<file path="src/rtl/bw_mult_pkg.sv">
package bw_mult_pkg;

  // A partial-product bit is complemented when exactly one index is the sign position.
  function automatic bit pp_is_inverted(input int i, input int j, input int n);
    return (i == n - 1) != (j == n - 1);
  endfunction

  // Correction ones at weights n and 2n-1.
  function automatic logic [127:0] bw_const_ones(input int n);
    logic [127:0] v;
    v = '0;
    v[n] = 1'b1;
    v[2*n-1] = 1'b1;
    return v;
  endfunction

endpackage

</file>
<file path="src/rtl/bw_adder_cells.sv">
module bw_half_adder (
  input  logic a_i,
  input  logic b_i,
  output logic sum_o,
  output logic carry_o
);
  assign sum_o   = a_i ^ b_i;
  assign carry_o = a_i & b_i;
endmodule

module bw_full_adder (
  input  logic a_i,
  input  logic b_i,
  input  logic cin_i,
  output logic sum_o,
  output logic carry_o
);
  assign sum_o   = a_i ^ b_i ^ cin_i;
  assign carry_o = (a_i & b_i) | (b_i & cin_i) | (a_i & cin_i);
endmodule

</file>
<file path="src/rtl/bw_pp_gen.sv">
module bw_pp_gen
  import bw_mult_pkg::*;
#(
  parameter int WIDTH = 8
) (
  input  logic [WIDTH-1:0]            a_i,
  input  logic [WIDTH-1:0]            b_i,
  output logic [WIDTH-1:0][WIDTH-1:0] rows_o   // rows_o[j][i] has weight i+j
);
  for (genvar j = 0; j < WIDTH; j++) begin : g_row
    for (genvar i = 0; i < WIDTH; i++) begin : g_col
      if (pp_is_inverted(i, j, WIDTH)) begin : g_inv
        assign rows_o[j][i] = ~(a_i[i] & b_i[j]);
      end else begin : g_plain
        assign rows_o[j][i] = a_i[i] & b_i[j];
      end
    end
  end
endmodule

</file>
<file path="src/rtl/bw_csa_stage.sv">
// One array stage: folds one shifted row into the running sum/carry vectors.
module bw_csa_stage #(
  parameter int WIDTH  = 8,
  parameter int ROW_LO = 1,
  localparam int PW    = 2 * WIDTH,
  localparam int ROW_HI = ROW_LO + WIDTH - 1
) (
  input  logic [PW-1:0]    sum_i,
  input  logic [PW-1:0]    carry_i,
  input  logic [WIDTH-1:0] row_i,
  output logic [PW-1:0]    sum_o,
  output logic [PW-1:0]    carry_o
);
  assign carry_o[0] = 1'b0;

  for (genvar w = 0; w < PW; w++) begin : g_col
    localparam bit IN_ROW = (w >= ROW_LO) && (w <= ROW_HI);
    if (w == PW - 1) begin : g_top
      // carry beyond the top product bit is discarded
      if (IN_ROW) begin : g_r
        assign sum_o[w] = sum_i[w] ^ carry_i[w] ^ row_i[w-ROW_LO];
      end else begin : g_n
        assign sum_o[w] = sum_i[w] ^ carry_i[w];
      end
    end else if (IN_ROW) begin : g_fa
      bw_full_adder u_fa (
        .a_i    (sum_i[w]),
        .b_i    (carry_i[w]),
        .cin_i  (row_i[w-ROW_LO]),
        .sum_o  (sum_o[w]),
        .carry_o(carry_o[w+1])
      );
    end else begin : g_ha
      bw_half_adder u_ha (
        .a_i    (sum_i[w]),
        .b_i    (carry_i[w]),
        .sum_o  (sum_o[w]),
        .carry_o(carry_o[w+1])
      );
    end
  end
endmodule

</file>
<file path="src/rtl/bw_ripple_adder.sv">
module bw_ripple_adder #(
  parameter int WIDTH = 16
) (
  input  logic [WIDTH-1:0] a_i,
  input  logic [WIDTH-1:0] b_i,
  output logic [WIDTH-1:0] sum_o
);
  logic [WIDTH-1:0] carry;

  bw_half_adder u_lsb (
    .a_i    (a_i[0]),
    .b_i    (b_i[0]),
    .sum_o  (sum_o[0]),
    .carry_o(carry[0])
  );

  for (genvar k = 1; k < WIDTH - 1; k++) begin : g_bit
    bw_full_adder u_fa (
      .a_i    (a_i[k]),
      .b_i    (b_i[k]),
      .cin_i  (carry[k-1]),
      .sum_o  (sum_o[k]),
      .carry_o(carry[k])
    );
  end

  assign sum_o[WIDTH-1] = a_i[WIDTH-1] ^ b_i[WIDTH-1] ^ carry[WIDTH-2];
  assign carry[WIDTH-1] = 1'b0;
endmodule

</file>
<file path="src/rtl/bw_signed_mult.sv">
module bw_signed_mult
  import bw_mult_pkg::*;
#(
  parameter int WIDTH = 8,
  localparam int PW   = 2 * WIDTH
) (
  input  logic [WIDTH-1:0] a_i,
  input  logic [WIDTH-1:0] b_i,
  output logic [PW-1:0]    product_o
);
  localparam logic [127:0] CONST_ALL = bw_const_ones(WIDTH);
  localparam logic [PW-1:0] CONST_ONES = CONST_ALL[PW-1:0];

  logic [WIDTH-1:0][WIDTH-1:0] rows;
  logic [WIDTH-1:0][PW-1:0]    sum_chain;
  logic [WIDTH-1:0][PW-1:0]    carry_chain;

  bw_pp_gen #(.WIDTH(WIDTH)) u_pp (
    .a_i   (a_i),
    .b_i   (b_i),
    .rows_o(rows)
  );

  // Row 0 seeds the sum vector; the correction ones seed the carry vector.
  assign sum_chain[0]   = {{WIDTH{1'b0}}, rows[0]};
  assign carry_chain[0] = CONST_ONES;

  for (genvar k = 1; k < WIDTH; k++) begin : g_stage
    bw_csa_stage #(.WIDTH(WIDTH), .ROW_LO(k)) u_stage (
      .sum_i  (sum_chain[k-1]),
      .carry_i(carry_chain[k-1]),
      .row_i  (rows[k]),
      .sum_o  (sum_chain[k]),
      .carry_o(carry_chain[k])
    );
  end

  bw_ripple_adder #(.WIDTH(PW)) u_cpa (
    .a_i  (sum_chain[WIDTH-1]),
    .b_i  (carry_chain[WIDTH-1]),
    .sum_o(product_o)
  );
endmodule

</file>
<file path="config.mk">
export PLATFORM = sky130hd
export DESIGN_NAME = bw_signed_mult
export DESIGN_NICKNAME = d
export VERILOG_FILES = /design/src/rtl/bw_mult_pkg.sv /design/src/rtl/bw_adder_cells.sv /design/src/rtl/bw_pp_gen.sv /design/src/rtl/bw_csa_stage.sv /design/src/rtl/bw_ripple_adder.sv /design/src/rtl/bw_signed_mult.sv
export SDC_FILE = /design/constraint.sdc
export NUM_CORES = 1
export LEC_CHECK = 0
export CORE_ASPECT_RATIO = 0.6
export CORE_MARGIN = 4
export CORE_UTILIZATION = 60
export DETAILED_ROUTE_END_ITERATION = 16
export PLACE_DENSITY = 0.95
export SYNTH_ARGS = -nofsm -noshare
export SYNTH_HDL_FRONTEND = slang
export SYNTH_SLANG_ARGS = --single-unit
</file>
<file path="constraint.sdc">
create_clock -name vclk -period 16.8
set_clock_uncertainty 0.15 [all_clocks]
set_input_delay 1.68 -clock vclk [all_inputs]
set_output_delay 1.68 -clock vclk [all_outputs]
set_load 0.02 [all_outputs]
</file>
After elaboration in Yosys (flattened, before gate mapping) --
Index checks and enable logic that the tools add are counted.
Word-level totals: input bits 16, output and inout port bits 16, register bits 0
Operators by class: bitwise operators 444
Operators by type and width (count):
- AND 1 bit | 222
- XOR 1 bit | 111
- bitwise OR 1 bit | 96
- inverter 1 bit | 15

Depth between registers and ports, before layout --
Gate-level depths: netlist of run 1.
depth after elaboration 40, depth in mapped cells 24

Cells and area by module --
Synthesis of run 1 repeated with hierarchy kept, for this count alone.
Second synthesis, totals: cell total of the unflattened synthesis 209, area, all modules 2568.7 um^2
Modules (own cells, without submodules):
- bw_full_adder | area an instance 20.0 um^2, times used 70, seq. area each 0.0 um^2, cells each 1
- bw_half_adder | area an instance 12.5 um^2, times used 50, seq. area each 0.0 um^2, cells each 1
- bw_pp_gen | area an instance 370.4 um^2, times used 1, seq. area each 0.0 um^2, cells each 65
- bw_csa_stage | area an instance 20.0 um^2, times used 7, seq. area each 0.0 um^2, cells each 3
- bw_ripple_adder | area an instance 23.8 um^2, times used 1, seq. area each 0.0 um^2, cells each 1
- bw_signed_mult | area an instance 7.5 um^2, times used 1, seq. area each 0.0 um^2, cells each 2

Worst setup path before layout of run 1 --
OpenSTA, ideal clock, no wires.
path kind input to output, from in a_i[7], to out product_o[15], required time 14970 ps, stages 21, slack 7084 ps, arrival time 7886 ps, path through buf_4 nand2_1 ha_1 fa_1 inv_1 fa_1 fa_1 fa_1 fa_1 inv_1 fa_1 ha_1 inv_1 fa_1 inv_1 fa_1 fa_1 fa_1 fa_1 fa_1 xnor2_1
Between the ends: longest elaborated chain between the ends 36
Ends and longest elaborated chain:
- start: declaration | RTL line bw_signed_mult.sv:7 | input logic [WIDTH-1:0] a_i,
- AND 1 bit | RTL line bw_pp_gen.sv:13 | assign rows_o[j][i] = ~(a_i[i] & b_i[j]);
- inverter 1 bit | RTL line bw_pp_gen.sv:13
- XOR 1 bit | RTL line bw_adder_cells.sv:18 | assign sum_o = a_i ^ b_i ^ cin_i;
- AND 1 bit / XOR 1 bit (equally long branches) | RTL line bw_adder_cells.sv:19, bw_adder_cells.sv:18
- bitwise OR 1 bit / XOR 1 bit (equally long branches) | RTL line bw_adder_cells.sv:19, bw_adder_cells.sv:18
- bitwise OR 1 bit (tied with other cells) | RTL line bw_adder_cells.sv:19 | assign carry_o = (a_i & b_i) | (b_i & cin_i) | (a_i & cin_i);
- AND 1 bit (tied with other cells) | RTL line bw_adder_cells.sv:19
- bitwise OR 1 bit (tied with other cells) (2 in a row) | RTL line bw_adder_cells.sv:19
- [... 15 more ...]
- bitwise OR 1 bit (2 in a row) | RTL line bw_adder_cells.sv:19
- AND 1 bit | RTL line bw_adder_cells.sv:19
- bitwise OR 1 bit (2 in a row) | RTL line bw_adder_cells.sv:19
- AND 1 bit | RTL line bw_adder_cells.sv:19
- bitwise OR 1 bit (2 in a row) | RTL line bw_adder_cells.sv:19
- AND 1 bit | RTL line bw_adder_cells.sv:19
- bitwise OR 1 bit (2 in a row) | RTL line bw_adder_cells.sv:19
- XOR 1 bit * | RTL line bw_ripple_adder.sv:27 | assign sum_o[WIDTH-1] = a_i[WIDTH-1] ^ b_i[WIDTH-1] ^ carry[WIDTH-2];
- end: declaration | RTL line bw_signed_mult.sv:9 | output logic [PW-1:0] product_o
Mark *: on every way between the ends. The rest lies on a longest branch, timed or not.

Worst setup path in the final report of run 1 --
Same ends and word-level chain as after synthesis.

==> impl_metrics.py, run 1 <==
metrics = {
    "synthesis": {
        "seq_area_frac_synth": 0,
        "synth_top_area_frac": 0.547,
        "synth_xor_area_frac": 0.00498,
        "synthTopCellsByArea": "fa_1 55%, and2_1 10%, inv_1 10%",
        "syn_area_per_cell_um2": 9.20,
        "synth_top_family_by_area": "adder cells",
        "ys_warn_count": 0,
        "syn_nets": 269,
        "synthMuxAreaShare": 0,
        "synth_fa_ha_area_frac": 0.646,
        "syn_area_um2": 1760,
        "synth_compound_area_frac": 0,
        "synth_simple_gate_area_frac": 0.180,
        "synth_top_area_cell": "fa_1",
        "synthCells": 191,
        "ys_types": 7,
    },
    "timing": {
        "grt_setup_unrepaired": "no",
        "slew_headroom": 0.769,
        "setup_violations": 0,
        "max_freq_mhz": 91.4,
        "min_period_over_period": 0.651,
        "holdWs_ns": 4.46,
        "tns_ns": 0,
        "tightest_slew_ns": 0.346,
        "drv_slew": 0,
        "layout_min_cycle_time_ns": 10.94,
        "worst_slack_ns": 5.86,
        "hold_viol": 0,
    },
    "critical_path": {
        "cp_cell_sequence": "clkdlybuf4s50_1 -> nand2_1 -> ha_1 -> fa_1 -> fa_1 -> inv_1 -> fa_1 -> fa_1 -> fa_1 -> inv_1 -> fa_1 -> ha_1 -> inv_1 -> fa_1 -> inv_1 -> fa_1 -> fa_1 -> fa_1 -> fa_1 -> fa_1 -> xnor2_1 -> clkdlybuf4s50_1",
        "cp.required_ns": 14.97,
        "crit_type": "input pin to output pin",
        "crit_fanout": 9,
        "crit_arrival_ns": 9.11,
        "cpPeakStageDelay_ns": 0.64,
        "worst_setup_path_start_kind": "input pin",
        "cpMostUsedCell": "fa_1",
        "setup.worst_path.end_class": "output pin",
        "crit_slowest_cell": "clkdlybuf4s50_1",
    },
    "floorplan": {
        "die_width_um": 77.9,
        "start_util": 0.665,
        "die_h_um": 49.9,
        "design.core.area_um2": 2650,
        "rows": 14,
        "die_area_um2": 3890,
        "ios": 32,
    },
    "place": {
        "numPortBuffers": 32,
        "dpl_cell_area_um2": 2010,
        "gp_congestion": 0.777,
        "dpl.cell_count": 247,
        "detailed_place_hpwl_mm": 2.83,
        "place_ws_ns": 5.80,
    },
    "power_and_ir_drop": {
        "peakVddDrop_mv": 0.216,
        "pwr_density_cell_nw_per_um2": 178,
        "p_leak_nw": 0.958,
        "power_mw": 0.358,
    },
    "drt": {
        "drt_wl_total_mm": 2.93,
        "vias": 1179,
        "drt-wirelength-per-cell_um": 11.9,
        "vias_per_cell": 4.77,
        "drtAntennaViolNets": 0,
        "first_iter_violations": 20,
        "first_pass_iters": 4,
        "drcViolationCount": 0,
    },
    "cells_and_area": {
        "n_clock_buffer": 0,
        "seq_cell_count": 0,
        "finish.instance_area_um2": 2010,
        "fillCellCount": 205,
        "final_nets": 287,
        "seq_area_um2": 0,
        "num_antenna_cells": 0,
        "multi_input_area_um2": 1460,
        "syn_to_final_growth_pct": 14.2,
        "final_cell_count_no_fill": 247,
        "final_layout_size_suffix_gt1_frac": 0,
        "post-route-util": 0.759,
    },
    "clocking": {
        "cts_resized": 0,
        "postCtsSetupBuffers": 0,
        "cts_hold_buf": 0,
    },
    "global_routing": {
        "antenna_found_initial": 0,
        "grt_usage": 0.165,
        "grt_max_degree": 10,
        "grt_overflow": 0,
        "grt_pass1_wl_mm": 5.22,
        "first_global_vias": 1253,
    },
    "worst_hold_path": {
        "hp-class": "input pin to output pin",
    },
    "flow_run": {
        "cap_violations": 0,
    },
    "status": {
        "status": "completed",
    },
}
==> critical path: cells and delay by family <==
family	cells	cell delay [ns]
xor gates and xnor gates	1	0.15
adders and majority gates	14	5.65
buffers and inverters	6	1.54
and+or+nand+nor	1	0.10
==> Yosys cell counts <==
cell type,number
nand2_1,36
buf_4,16
fa_1,48
inv_1,47
xnor2_1,1
ha_1,14
and2_1,29
==> layer usage <==
metal | global-route usage | vias to the layer above | wire, um
met3 | 0.0182 | 0 | 188
li1 | - | 556 | -
met2 | 0.328 | 39 | 1610
met4 | 0.0237 | 0 | 0
met1 | 0.195 | 584 | 1130
met5 | 0 | - | 0
==> cell type report <==
class,instances,share of cell area
Inverter,47,0.0879
Multi-Input combinational cell,128,0.728
Timing Repair Buffer,32,0.160
Tap cell,40,0.0249
==> cell usage in the layout (no fill, tap or decap) <==
cell,instances
and2_1,29
clkdlybuf4s50_1,32
fa_1,48
ha_1,14
inv_1,47
nand2_1,36
xnor2_1,1
==> cells by family after synthesis <==
group,count (synthesis)
buffers and inverters,63
adders and majority gates,62
xor gates and xnor gates,1
and+or+nand+nor,65
==> path summary, 6_finish.rpt <==
| check | startpoint | end | cells after the start |
|---|---|---|---|
| max | a_i[7] | product_o[15] | 22 |
| min | b_i[0] | product_o[0] | 3 |
==> power by group <==
group / switching (mW) / internal, mW
registers: 0 / 0
clock network: 0 / 0
logic: 0.186 / 0.172
total: 0.186 / 0.172
Power figures use the tool's default switching activity.
==> run 2: changes to the inputs <==
Settings changed: CORE_UTILIZATION 60 to 57.
Clock period 16.8 ns to 10.78 ns, I/O delays scaled along.
==> run 2 against run 1 <==
Compared with the run above: non-clock buffer count is the same; count of clock-buffer cells in the layout did not move; via count barely moved; wire length decreased by 11%; worst hold slack lost 1.2 ns; cell count grew 0.81%; power is 52% higher; die area is 4.6% higher; core utilization down 6.8 points; sequential share of layout area stayed put; global-route usage fell by 2.7 points.
==> impl_metrics.py, run 2 (synthesis gave the netlist of run 1 again) <==
metrics = {
    "cells_and_area": {
        "post-route-util": 0.691,
        "seq_area_um2": 0,
        "final_layout_size_suffix_gt1_frac": 0,
        "mostFrequentLayoutCells": "48 x fa_1, 47 x inv_1, 36 x nand2_1",
        "final_common_cell": "fa_1",
        "seq_cell_count": 0,
        "final_nets": 287,
        "num_antenna_cells": 0,
        "syn_to_final_growth_pct": 14.4,
        "fillCellCount": 252,
        "finish.instance_area_um2": 2010,
        "n_clock_buffer": 0,
    },
    "critical_path": {
        "cpMostUsedCell": "fa_1",
        "setup.worst_path.end_class": "output pin",
        "worst_setup_path_start_kind": "input pin",
        "crit_family": "adder cells",
        "crit_type": "input pin to output pin",
        "crit_slowest_cell": "clkdlybuf4s50_1",
        "crit_arrival_ns": 8.37,
        "worst-path-buf-inv": 6,
        "cp.required_ns": 9.55,
        "startpoint": "a_i[7]",
        "cpPeakStageDelay_ns": 0.64,
        "crit_fanout": 9,
        "cp_cell_sequence": "clkdlybuf4s50_1 -> nand2_1 -> ha_1 -> fa_1 -> inv_1 -> fa_1 -> fa_1 -> fa_1 -> fa_1 -> inv_1 -> fa_1 -> ha_1 -> inv_1 -> fa_1 -> inv_1 -> fa_1 -> fa_1 -> fa_1 -> fa_1 -> fa_1 -> xnor2_1 -> clkdlybuf4s50_1",
    },
    "worst_hold_path": {
        "hp-class": "input pin to output pin",
        "worstHoldStart": "b_i[0]",
    },
    "drt": {
        "drt-wirelength-per-cell_um": 10.4,
        "drt_wl_total_mm": 2.60,
        "drtAntennaViolNets": 0,
        "vias": 1178,
        "first_iter_violations": 13,
        "drcViolationCount": 0,
        "first_pass_iters": 4,
        "vias_per_cell": 4.73,
    },
    "power_and_ir_drop": {
        "p_clk_frac": 0,
        "sw_frac_of_total": 0.517,
        "pwr-share-seq": 0,
        "intPower_mw": 0.263,
        "switchingPower_mw": 0.282,
        "pwr-share-comb": 1.000,
        "pwr_density_cell_nw_per_um2": 271,
        "p_leak_nw": 0.958,
        "peakVddDrop_mv": 0.332,
    },
    "floorplan": {
        "rows": 15,
        "die_h_um": 51.0,
        "design.core.area_um2": 2910,
        "ios": 32,
        "die_area_um2": 4070,
        "die_width_um": 79.7,
        "start_util": 0.604,
    },
    "global_routing": {
        "grt_usage": 0.138,
        "grt_pass1_wl_mm": 4.62,
        "first_global_vias": 1159,
        "antenna_found_initial": 0,
        "grt_overflow": 0,
        "grt_max_degree": 10,
    },
    "place": {
        "gp_congestion": 0.769,
        "numPortBuffers": 32,
        "detailed_place_hpwl_mm": 2.50,
        "dpl_cell_area_um2": 2010,
    },
    "clocking": {
        "cts_resized": 0,
        "cts_hold_buf": 0,
        "postCtsSetupBuffers": 0,
    },
    "timing": {
        "grt_setup_unrepaired": "no",
        "layout_min_cycle_time_ns": 9.59,
        "tightest_slew_ns": 0.315,
        "max_freq_mhz": 104,
        "setup_violations": 0,
        "slew_headroom": 0.789,
        "holdWs_ns": 3.26,
        "min_period_over_period": 0.890,
        "drv_slew": 0,
        "tns_ns": 0,
        "hold_viol": 0,
    },
    "flow_run": {
        "cap_violations": 0,
    },
    "status": {
        "status": "completed",
    },
}
## run 2: final timing paths
| check | to | slack, ns | cells after the start |
|---|---|---|---|
| setup / recovery | product_o[15] | 1.19 | 22 |
| hold / removal | product_o[0] | 3.26 | 3 |
## run 2: power by group through the flow
stage | registers (mW) | clock network (mW) | logic, mW
floorplan | 0 | 0 | 0.453
global placement | 0 | 0 | 0.544
detailed placement | 0 | 0 | 0.561
CTS | 0 | 0 | 0.562
global route | 0 | 0 | 0.625
finish | 0 | 0 | 0.545
## run 2: cell type report
class / count / area [um^2] / share of cell area
Tap cell: 42 / 52.6 / 0.0261
Timing Repair Buffer: 32 / 320 / 0.159
Inverter: 47 / 176 / 0.0877
Multi-Input combinational cell: 128 / 1460 / 0.727
## run 2: per-layer routing
| layer | routed length, um | up-vias | part of all wire | global-route usage |
|---|---|---|---|---|
| li1 | - | 557 | - | - |
| met1 | 1180 | 601 | 0.46 | 0.178 |
| met2 | 1320 | 20 | 0.51 | 0.273 |
| met3 | 95 | 0 | 0.037 | 0.00528 |
| met4 | 0 | 0 | 0 | 0 |
| met5 | 0 | - | 0 | 0 |
## run 2: stage by stage
step / std cells / worst slack (ns) / power, mW
2_1_floorplan: 191 / 2.27 / 0.453
3_3_place_gp: 249 / 1.21 / 0.544
3_5_place_dp: 249 / 1.14 / 0.561
4_1_cts: 249 / 1.11 / 0.562
5_1_grt: 249 / 0.711 / 0.625
6_report: 249 / 1.19 / 0.545
